[config.mk]
export PLATFORM = sky130hd
export DESIGN_NAME = lcd_timing_gen
export DESIGN_NICKNAME = d
export VERILOG_FILES = /design/src/rtl/lcdtg_pkg.sv /design/src/rtl/lcdtg_axis.sv /design/src/rtl/lcdtg_datapath.sv /design/src/rtl/lcdtg_ctrl.sv /design/src/rtl/lcd_timing_gen.sv
export SDC_FILE = /design/constraint.sdc
export NUM_CORES = 1
export LEC_CHECK = 0
export ABC_CLOCK_PERIOD_IN_PS = 9450
export BUFFER_PORTS_ARGS = -buffer_cell sky130_fd_sc_hd__buf_2
export CAP_MARGIN = 20
export CORE_ASPECT_RATIO = 1.2
export CORE_UTILIZATION = 25
export DETAILED_ROUTE_END_ITERATION = 6
export MAX_ROUTING_LAYER = met4
export PLACE_DENSITY = 0.46
export SLEW_MARGIN = 10
export SYNTH_ARGS = -nofsm -noshare
export SYNTH_HDL_FRONTEND = slang
export SYNTH_SLANG_ARGS = --single-unit
export TNS_END_PERCENT = 1
[constraint.sdc]
create_clock -name clk -period 9.45 [get_ports clk]
set_input_delay 1.4175 -clock clk [delete_from_list [all_inputs] [get_ports clk]]
set_output_delay 1.4175 -clock clk [all_outputs]
set_load 0.05 [all_outputs]
[src/rtl/lcdtg_pkg.sv]
package lcdtg_pkg;
  typedef enum logic [2:0] {
    ADDR_CTRL = 3'd0,
    ADDR_POL  = 3'd1,
    ADDR_HTIM = 3'd2,
    ADDR_VTIM = 3'd3,
    ADDR_SIZE = 3'd4,
    ADDR_INT  = 3'd5
  } regSel_e;

  typedef struct packed {
    logic run;
    logic tick;
  } strobe_t;
endpackage

[src/rtl/lcdtg_axis.sv]
module lcdtg_axis #(
  parameter int PORCH_W = 8,
  parameter int SIZE_W  = 12,
  parameter int CNT_W   = SIZE_W + 2
) (
  input  logic [CNT_W-1:0]   cnt,
  input  logic [PORCH_W-1:0] syncM1,
  input  logic [PORCH_W-1:0] backM1,
  input  logic [SIZE_W-1:0]  actM1,
  input  logic [PORCH_W-1:0] frontM1,
  output logic               inSync,
  output logic               inAct,
  output logic               atLast,
  output logic [SIZE_W-1:0]  coord
);
  logic [CNT_W-1:0] syncEnd, actStart, actEnd, lastIdx, offset;

  always_comb begin
    syncEnd  = CNT_W'(syncM1) + CNT_W'(1);
    actStart = syncEnd + CNT_W'(backM1) + CNT_W'(1);
    actEnd   = actStart + CNT_W'(actM1) + CNT_W'(1);
    lastIdx  = actEnd + CNT_W'(frontM1);
    inSync   = cnt < syncEnd;
    inAct    = (cnt >= actStart) && (cnt < actEnd);
    atLast   = cnt >= lastIdx;
    offset   = cnt - actStart;
    coord    = inAct ? offset[SIZE_W-1:0] : '0;
  end
endmodule

[src/rtl/lcdtg_datapath.sv]
module lcdtg_datapath
  import lcdtg_pkg::*;
#(
  parameter int PORCH_W = 8,
  parameter int SIZE_W  = 12
) (
  input  logic               clk,
  input  logic               rstN,
  input  strobe_t            strb,
  input  logic [PORCH_W-1:0] hSyncM1,
  input  logic [PORCH_W-1:0] hBackM1,
  input  logic [PORCH_W-1:0] hFrontM1,
  input  logic [SIZE_W-1:0]  hActM1,
  input  logic [PORCH_W-1:0] vSyncM1,
  input  logic [PORCH_W-1:0] vBackM1,
  input  logic [PORCH_W-1:0] vFrontM1,
  input  logic [SIZE_W-1:0]  vActM1,
  input  logic [2:0]         pol,
  output logic               hsync,
  output logic               vsync,
  output logic               de,
  output logic [SIZE_W-1:0]  pixX,
  output logic [SIZE_W-1:0]  pixY,
  output logic               frameEvt
);
  localparam int CNT_W = SIZE_W + 2;
  localparam int AXES  = 2;

  logic [CNT_W-1:0]   cnt     [AXES];
  logic [PORCH_W-1:0] syncSel [AXES];
  logic [PORCH_W-1:0] backSel [AXES];
  logic [PORCH_W-1:0] frontSel[AXES];
  logic [SIZE_W-1:0]  actSel  [AXES];
  logic [SIZE_W-1:0]  coord   [AXES];
  logic [AXES-1:0]    inSync, inAct, atLast;

  assign syncSel[0]  = hSyncM1;
  assign backSel[0]  = hBackM1;
  assign frontSel[0] = hFrontM1;
  assign actSel[0]   = hActM1;
  assign syncSel[1]  = vSyncM1;
  assign backSel[1]  = vBackM1;
  assign frontSel[1] = vFrontM1;
  assign actSel[1]   = vActM1;

  for (genvar a = 0; a < AXES; a++) begin : gAxis
    lcdtg_axis #(.PORCH_W(PORCH_W), .SIZE_W(SIZE_W), .CNT_W(CNT_W)) axis (
      .cnt    (cnt[a]),
      .syncM1 (syncSel[a]),
      .backM1 (backSel[a]),
      .actM1  (actSel[a]),
      .frontM1(frontSel[a]),
      .inSync (inSync[a]),
      .inAct  (inAct[a]),
      .atLast (atLast[a]),
      .coord  (coord[a])
    );
  end

  always_ff @(posedge clk) begin
    if (!rstN || !strb.run) begin
      cnt[0] <= '0;
      cnt[1] <= '0;
    end else if (strb.tick) begin
      if (atLast[0]) begin
        cnt[0] <= '0;
        cnt[1] <= atLast[1] ? '0 : cnt[1] + CNT_W'(1);
      end else begin
        cnt[0] <= cnt[0] + CNT_W'(1);
      end
    end
  end

  always_comb begin
    frameEvt = strb.tick && atLast[0] && atLast[1];
    hsync    = (strb.run && inSync[0]) ^ pol[0];
    vsync    = (strb.run && inSync[1]) ^ pol[1];
    de       = (strb.run && inAct[0] && inAct[1]) ^ pol[2];
    pixX     = strb.run ? coord[0] : '0;
    pixY     = strb.run ? coord[1] : '0;
  end
endmodule

[src/rtl/lcdtg_ctrl.sv]
module lcdtg_ctrl
  import lcdtg_pkg::*;
#(
  parameter int PORCH_W = 8,
  parameter int SIZE_W  = 12,
  parameter int DIV_W   = 8
) (
  input  logic               clk,
  input  logic               rstN,
  input  logic               regWe,
  input  logic [2:0]         regAddr,
  input  logic [31:0]        regWrData,
  output logic [31:0]        regRdData,
  input  logic               frameEvt,
  output strobe_t            strb,
  output logic [PORCH_W-1:0] hSyncM1,
  output logic [PORCH_W-1:0] hBackM1,
  output logic [PORCH_W-1:0] hFrontM1,
  output logic [SIZE_W-1:0]  hActM1,
  output logic [PORCH_W-1:0] vSyncM1,
  output logic [PORCH_W-1:0] vBackM1,
  output logic [PORCH_W-1:0] vFrontM1,
  output logic [SIZE_W-1:0]  vActM1,
  output logic [2:0]         pol,
  output logic               pending,
  output logic               frameIrq
);
  localparam int BACK_LSB  = PORCH_W;
  localparam int FRONT_LSB = 2 * PORCH_W;
  localparam int DIV_LSB   = 8;
  localparam int VACT_LSB  = 16;

  logic             runEn, divSel, intEn;
  logic [DIV_W-1:0] divM1, divCnt;
  logic             wrInt;

  assign wrInt = regWe && (regAddr == ADDR_INT);

  always_ff @(posedge clk) begin
    if (!rstN) begin
      runEn <= 1'b0; divSel <= 1'b0; divM1 <= '0; pol <= '0; intEn <= 1'b0;
      hSyncM1 <= '0; hBackM1 <= '0; hFrontM1 <= '0; hActM1 <= '0;
      vSyncM1 <= '0; vBackM1 <= '0; vFrontM1 <= '0; vActM1 <= '0;
    end else if (regWe) begin
      case (regAddr)
        ADDR_CTRL: begin
          runEn  <= regWrData[0];
          divSel <= regWrData[1];
          divM1  <= regWrData[DIV_LSB +: DIV_W];
        end
        ADDR_POL: pol <= regWrData[2:0];
        ADDR_HTIM: begin
          hSyncM1  <= regWrData[0 +: PORCH_W];
          hBackM1  <= regWrData[BACK_LSB +: PORCH_W];
          hFrontM1 <= regWrData[FRONT_LSB +: PORCH_W];
        end
        ADDR_VTIM: begin
          vSyncM1  <= regWrData[0 +: PORCH_W];
          vBackM1  <= regWrData[BACK_LSB +: PORCH_W];
          vFrontM1 <= regWrData[FRONT_LSB +: PORCH_W];
        end
        ADDR_SIZE: begin
          hActM1 <= regWrData[0 +: SIZE_W];
          vActM1 <= regWrData[VACT_LSB +: SIZE_W];
        end
        ADDR_INT: intEn <= regWrData[0];
        default: ;
      endcase
    end
  end

  // frame wrap takes precedence over a same-cycle clear
  always_ff @(posedge clk) begin
    if (!rstN)                         pending <= 1'b0;
    else if (frameEvt)                 pending <= 1'b1;
    else if (wrInt && regWrData[1])    pending <= 1'b0;
  end

  always_comb begin
    strb.run  = runEn;
    strb.tick = runEn && (!divSel || (divCnt == divM1));
  end

  always_ff @(posedge clk) begin
    if (!rstN || !runEn)  divCnt <= '0;
    else if (strb.tick)   divCnt <= '0;
    else                  divCnt <= divCnt + DIV_W'(1);
  end

  assign frameIrq = pending && intEn;

  always_comb begin
    regRdData = '0;
    case (regAddr)
      ADDR_CTRL: begin
        regRdData[0] = runEn;
        regRdData[1] = divSel;
        regRdData[DIV_LSB +: DIV_W] = divM1;
      end
      ADDR_POL: regRdData[2:0] = pol;
      ADDR_HTIM: begin
        regRdData[0 +: PORCH_W]         = hSyncM1;
        regRdData[BACK_LSB +: PORCH_W]  = hBackM1;
        regRdData[FRONT_LSB +: PORCH_W] = hFrontM1;
      end
      ADDR_VTIM: begin
        regRdData[0 +: PORCH_W]         = vSyncM1;
        regRdData[BACK_LSB +: PORCH_W]  = vBackM1;
        regRdData[FRONT_LSB +: PORCH_W] = vFrontM1;
      end
      ADDR_SIZE: begin
        regRdData[0 +: SIZE_W]        = hActM1;
        regRdData[VACT_LSB +: SIZE_W] = vActM1;
      end
      ADDR_INT: regRdData[1:0] = {pending, intEn};
      default: ;
    endcase
  end
endmodule

[src/rtl/lcd_timing_gen.sv]
module lcd_timing_gen
  import lcdtg_pkg::*;
#(
  parameter int PORCH_W = 8,
  parameter int SIZE_W  = 12,
  parameter int DIV_W   = 8
) (
  input  logic              clk,
  input  logic              rstN,
  input  logic              regWe,
  input  logic [2:0]        regAddr,
  input  logic [31:0]       regWrData,
  output logic [31:0]       regRdData,
  output logic              hsync,
  output logic              vsync,
  output logic              de,
  output logic [SIZE_W-1:0] pixX,
  output logic [SIZE_W-1:0] pixY,
  output logic              frameIrq
);
  strobe_t            strb;
  logic               frameEvt, pending;
  logic [2:0]         pol;
  logic [PORCH_W-1:0] hSyncM1, hBackM1, hFrontM1, vSyncM1, vBackM1, vFrontM1;
  logic [SIZE_W-1:0]  hActM1, vActM1;

  lcdtg_ctrl #(.PORCH_W(PORCH_W), .SIZE_W(SIZE_W), .DIV_W(DIV_W)) ctrl (
    .clk, .rstN, .regWe, .regAddr, .regWrData, .regRdData,
    .frameEvt, .strb,
    .hSyncM1, .hBackM1, .hFrontM1, .hActM1,
    .vSyncM1, .vBackM1, .vFrontM1, .vActM1,
    .pol, .pending, .frameIrq
  );

  lcdtg_datapath #(.PORCH_W(PORCH_W), .SIZE_W(SIZE_W)) dp (
    .clk, .rstN, .strb,
    .hSyncM1, .hBackM1, .hFrontM1, .hActM1,
    .vSyncM1, .vBackM1, .vFrontM1, .vActM1,
    .pol, .hsync, .vsync, .de, .pixX, .pixY, .frameEvt
  );
endmodule

==> flow_results.xml <==
<?xml version="1.0" encoding="UTF-8"?>
<metrics>
  <group name="sta">
    <metric name="finalHoldViolCount" unit="">0</metric>
    <metric name="tightest_slew" unit="ns">1.02</metric>
    <metric name="timing.setup.tns" unit="ns">0</metric>
    <metric name="fin_crit" unit="ns">8.67</metric>
    <metric name="rsz0062_at_grt" unit="">false</metric>
    <metric name="period_share" unit="%">91.7</metric>
    <metric name="timing.hold.ws" unit="ns">0.471</metric>
    <metric name="slew_violations" unit="">0</metric>
    <metric name="worst_max_slew_margin_expressed_relative_to_the_limit" unit="%">31.8</metric>
    <metric name="fin_worst_skew" unit="ns">0.00920</metric>
    <metric name="timing.final.ws_setup" unit="ns">0.782</metric>
    <metric name="timing.fmax" unit="GHz">0.115</metric>
    <metric name="timing.final.setup_violations" unit="">0</metric>
  </group>
  <group name="place">
    <metric name="port_buffers" unit="">89</metric>
    <metric name="hpwlAfterDp" unit="mm">29.1</metric>
    <metric name="place.gp.congestion" unit="">0.889</metric>
    <metric name="placed_cell_area" unit="um2">12100</metric>
    <metric name="dp_worst_setup_slack" unit="ns">1.28</metric>
  </group>
  <group name="die">
    <metric name="design.die.area" unit="um2">45200</metric>
    <metric name="fp.coreArea" unit="um2">43700</metric>
    <metric name="die_x" unit="um">194</metric>
    <metric name="floorplan.die.height" unit="um">233</metric>
    <metric name="floorplan.initialDensity" unit="%">25.3</metric>
    <metric name="num_rows" unit="">84</metric>
    <metric name="boundaryPins" unit="">98</metric>
  </group>
  <group name="yosys">
    <metric name="synth-edff-count" unit="">28</metric>
    <metric name="post_synthesis_sequential_area_ratio" unit="%">24.8</metric>
    <metric name="synthDistinctLibCells" unit="">67</metric>
    <metric name="ys_dominant_reg_cell" unit="">sky130_fd_sc_hd__dfxtp_1</metric>
    <metric name="yosysTopAreaCellShare" unit="%">17.2</metric>
    <metric name="ys_seq_elements" unit="">123</metric>
    <metric name="netlist_instances" unit="">1400</metric>
    <metric name="synth.avg_cell_area" unit="um2">7.91</metric>
    <metric name="yosys_warnings" unit="">0</metric>
    <metric name="synth.largest_area_cell" unit="">sky130_fd_sc_hd__dfxtp_1</metric>
    <metric name="syn_area" unit="um2">11100</metric>
    <metric name="synth.top_cells.by_area" unit="">sky130_fd_sc_hd__dfxtp_1 17%, sky130_fd_sc_hd__ha_1 17%, sky130_fd_sc_hd__nand2_1 7.8%</metric>
    <metric name="share_of_synthesized_flip_flops_with_an_asynchronous_set_or_reset" unit="%">0</metric>
  </group>
  <group name="outcome">
    <metric name="outcome" unit="">completed</metric>
  </group>
  <group name="global_route">
    <metric name="globalRouteMet2Util" unit="%">28.9</metric>
    <metric name="grt_pass1_vias" unit="">9806</metric>
    <metric name="groute.layer.met3.usage" unit="%">2.70</metric>
    <metric name="globalRouteOverflowTotal" unit="">0</metric>
    <metric name="initial_antenna_violation_count" unit="">1</metric>
    <metric name="groute.layer.met1.usage" unit="%">20.1</metric>
    <metric name="grt_most_used_layer" unit="">met2</metric>
    <metric name="pin_count_of_the_biggest_net_entering_global_routing" unit="">57</metric>
    <metric name="grt_pass1_wl" unit="mm">56.3</metric>
    <metric name="grt.total_usage" unit="%">16.9</metric>
  </group>
  <group name="job">
    <metric name="timing.max_cap.violations" unit="">0</metric>
  </group>
  <group name="routing">
    <metric name="drt_drc_violations_left" unit="">0</metric>
    <metric name="routed_wire_length_per_instance" unit="um">17.8</metric>
    <metric name="ant_nets" unit="">0</metric>
    <metric name="first_pass_iters" unit="">5</metric>
    <metric name="route.vias.total" unit="">9935</metric>
    <metric name="detail_route.wirelength" unit="mm">36.4</metric>
    <metric name="drtIter0Drc" unit="">571</metric>
    <metric name="post_drt_via_cell_ratio" unit="">4.86</metric>
  </group>
  <group name="final_layout">
    <metric name="seqCellArea" unit="um2">2740</metric>
    <metric name="final_design_area_no_fill" unit="um2">12700</metric>
    <metric name="layout_stage_area_growth_over_the_synthesis_result" unit="%">15.1</metric>
    <metric name="fillers" unit="">4738</metric>
    <metric name="layout.nets" unit="">1669</metric>
    <metric name="layout-drive-gt1-share" unit="%">9.90</metric>
    <metric name="multi_input_area" unit="um2">7830</metric>
    <metric name="most-common-layout-cells" unit="">230 x sky130_fd_sc_hd__nand2_1, 148 x sky130_fd_sc_hd__ha_1, 106 x sky130_fd_sc_hd__nor2_1, 95 x sky130_fd_sc_hd__dfxtp_1, 89 x sky130_fd_sc_hd__buf_2</metric>
    <metric name="final_common_cell" unit="">sky130_fd_sc_hd__nand2_1</metric>
  </group>
  <group name="critical_path">
    <metric name="critical_path_end_type" unit="">primary output</metric>
    <metric name="regToRegStartpoint" unit="">ctrl.hSyncM1[0]</metric>
    <metric name="worstPathRequired" unit="ns">8.03</metric>
    <metric name="worst_setup_path_start_kind" unit="">flop</metric>
    <metric name="r2r_end" unit="">dp.cnt[0][13]</metric>
    <metric name="crit_arrival" unit="ns">7.25</metric>
    <metric name="timing.setup.critical_path_class" unit="">reg2out</metric>
    <metric name="critPathLaunch" unit="">ctrl.vSyncM1[0]</metric>
    <metric name="r2r_setup_slk" unit="ns">2.37</metric>
    <metric name="crit_fanout" unit="">12</metric>
    <metric name="reg2regPathDepth" unit="">25</metric>
  </group>
  <group name="clock_tree">
    <metric name="clk_pin_slew_worst_paths" unit="ns">0.06</metric>
    <metric name="clock_tree_root_driver_cell" unit="">sky130_fd_sc_hd__clkbuf_16</metric>
    <metric name="cts-resized-gates" unit="">0</metric>
    <metric name="h-tree-depth" unit="">4</metric>
    <metric name="clk_latency" unit="ns">0.44</metric>
    <metric name="cts_made_buffers" unit="">17</metric>
    <metric name="tritoncts" unit="">yes</metric>
    <metric name="cts_num_sinks" unit="">123</metric>
    <metric name="max-clock-path-buffers" unit="">2</metric>
    <metric name="cts_hold_buffers" unit="">0</metric>
    <metric name="post_cts_buffers" unit="">0</metric>
  </group>
  <group name="worst_hold_path">
    <metric name="hold_path_origin" unit="">ctrl.hBackM1[0]</metric>
    <metric name="whs_path_depth" unit="">2</metric>
    <metric name="min_path_type" unit="">reg2reg</metric>
    <metric name="hold_path_end" unit="">ctrl.hBackM1[0]</metric>
  </group>
  <group name="power">
    <metric name="ir_drop" unit="V">0.000116</metric>
    <metric name="finalPower" unit="mW">1.43</metric>
    <metric name="power-per-cell-area" unit="nW/um2">112</metric>
    <metric name="cellLeakagePower" unit="nW">5.65</metric>
  </group>
</metrics>
-- metal layers --
| layer | vias to the layer above | wire, um |
|---|---|---|
| li1 | 5015 | - |
| met1 | 4685 | 16700 |
| met2 | 194 | 17600 |
| met3 | 41 | 1210 |
| met4 | 0 | 901 |
| met5 | - | 0 |
-- cells in the mapped netlist (5+ instances only) --
library cell	count
sky130_fd_sc_hd__nor2_1	108
sky130_fd_sc_hd__a21oi_1	73
sky130_fd_sc_hd__xnor2_1	53
sky130_fd_sc_hd__edfxtp_1	28
sky130_fd_sc_hd__a211oi_1	8
sky130_fd_sc_hd__mux2i_1	26
sky130_fd_sc_hd__a22oi_1	5
sky130_fd_sc_hd__xor2_1	63
sky130_fd_sc_hd__nand2b_1	15
sky130_fd_sc_hd__nor3_1	23
sky130_fd_sc_hd__inv_1	87
sky130_fd_sc_hd__and2_1	5
sky130_fd_sc_hd__o21a_1	16
sky130_fd_sc_hd__ha_1	148
sky130_fd_sc_hd__buf_2	5
sky130_fd_sc_hd__nor2b_1	20
sky130_fd_sc_hd__a21o_1	38
sky130_fd_sc_hd__nand3_1	45
sky130_fd_sc_hd__nand4_1	12
sky130_fd_sc_hd__o21ai_0	59
sky130_fd_sc_hd__clkbuf_1	36
sky130_fd_sc_hd__dfxtp_1	95
sky130_fd_sc_hd__nand2_1	230
sky130_fd_sc_hd__and3_1	24
sky130_fd_sc_hd__fa_1	8
sky130_fd_sc_hd__a31oi_1	5
sky130_fd_sc_hd__a21boi_0	84
-- layout make-up --
cell class                      count  share of cell area (%)
Antenna cell                        1                  0.0196
Clock buffer                       23                    4.00
Timing Repair Buffer              101                    4.52
Multi-Input combinational cell   1145                    61.4
Inverter                           87                    2.56
Clock inverter                      6                   0.481
Sequential cell                   123                    21.5
Tap cell                          559                    5.49
-- power breakdown --
group | switching (mW) | internal, mW | total [mW]
logic | 0.138 | 0.0847 | 0.222
clock network | 0.249 | 0.399 | 0.649
registers | 0.0134 | 0.544 | 0.557
total | 0.400 | 1.03 | 1.43
-- worst max-delay path: stages, from the launching register on --
cell,delay [ns]
sky130_fd_sc_hd__dfxtp_1,0.49
sky130_fd_sc_hd__ha_1,0.30
sky130_fd_sc_hd__xor2_1,0.22
sky130_fd_sc_hd__ha_1,0.29
sky130_fd_sc_hd__a21o_1,0.19
sky130_fd_sc_hd__a21oi_1,0.18
sky130_fd_sc_hd__o21bai_1,0.11
sky130_fd_sc_hd__a31oi_1,0.36
sky130_fd_sc_hd__xnor2_1,0.17
sky130_fd_sc_hd__ha_1,0.31
sky130_fd_sc_hd__a21o_1,0.25
sky130_fd_sc_hd__a2111oi_2,0.40
sky130_fd_sc_hd__o31ai_1,0.16
sky130_fd_sc_hd__a21o_1,0.22
sky130_fd_sc_hd__xor2_1,0.25
sky130_fd_sc_hd__inv_1,0.11
sky130_fd_sc_hd__ha_1,0.19
sky130_fd_sc_hd__a2111o_1,0.43
sky130_fd_sc_hd__a2111oi_0,0.35
sky130_fd_sc_hd__o21ai_0,0.19
sky130_fd_sc_hd__a22oi_1,0.56
sky130_fd_sc_hd__nand2_1,0.42
sky130_fd_sc_hd__nor3_1,0.34
sky130_fd_sc_hd__buf_2,0.31
-- cell families (layout without fill, tap and decap cells) --
group	after synthesis	count (layout)	share of synthesized area (%)
simple gates	504	504	20.3
mux	28	28	2.55
other cells	2	7	0.0678
compound gates	335	335	20.2
fa+ha+maj	156	156	18.2
buf+inv	136	217	4.81
xor+xnor	116	116	9.17
flops	123	123	24.8
-- flip-flops by register name, summed over array words and instances, names as in the netlist, 3 cells and up --
name,cells
dp.cnt,28
ctrl.hActM1,12
ctrl.vActM1,12
ctrl.divCnt,8
ctrl.divM1,8
ctrl.hBackM1,8
ctrl.hFrontM1,8
ctrl.hSyncM1,8
ctrl.vBackM1,8
ctrl.vFrontM1,8
ctrl.vSyncM1,8
ctrl.pol,3
-- stage by stage --
stage	instances	util, %
after floorplan	1404	-
after global placement	2013	27.7
after detailed placement	2014	27.8
after CTS	2043	29.1
after global routing	2045	29.1
final	2045	29.1
-- worst max-delay path by stage --
stage / slack [ns] / depth (start not counted) / endpoint
final: 0.78 / 23 / pixY[2]
after global routing: 0.23 / 23 / pixY[2]
after CTS: 0.80 / 23 / pixY[2]
after detailed placement: 1.28 / 23 / pixY[2]
after global placement: 1.43 / 23 / pixY[3]
after floorplan: 1.90 / 23 / pixY[2]
Note: power is estimated with default switching activity, not from simulation.
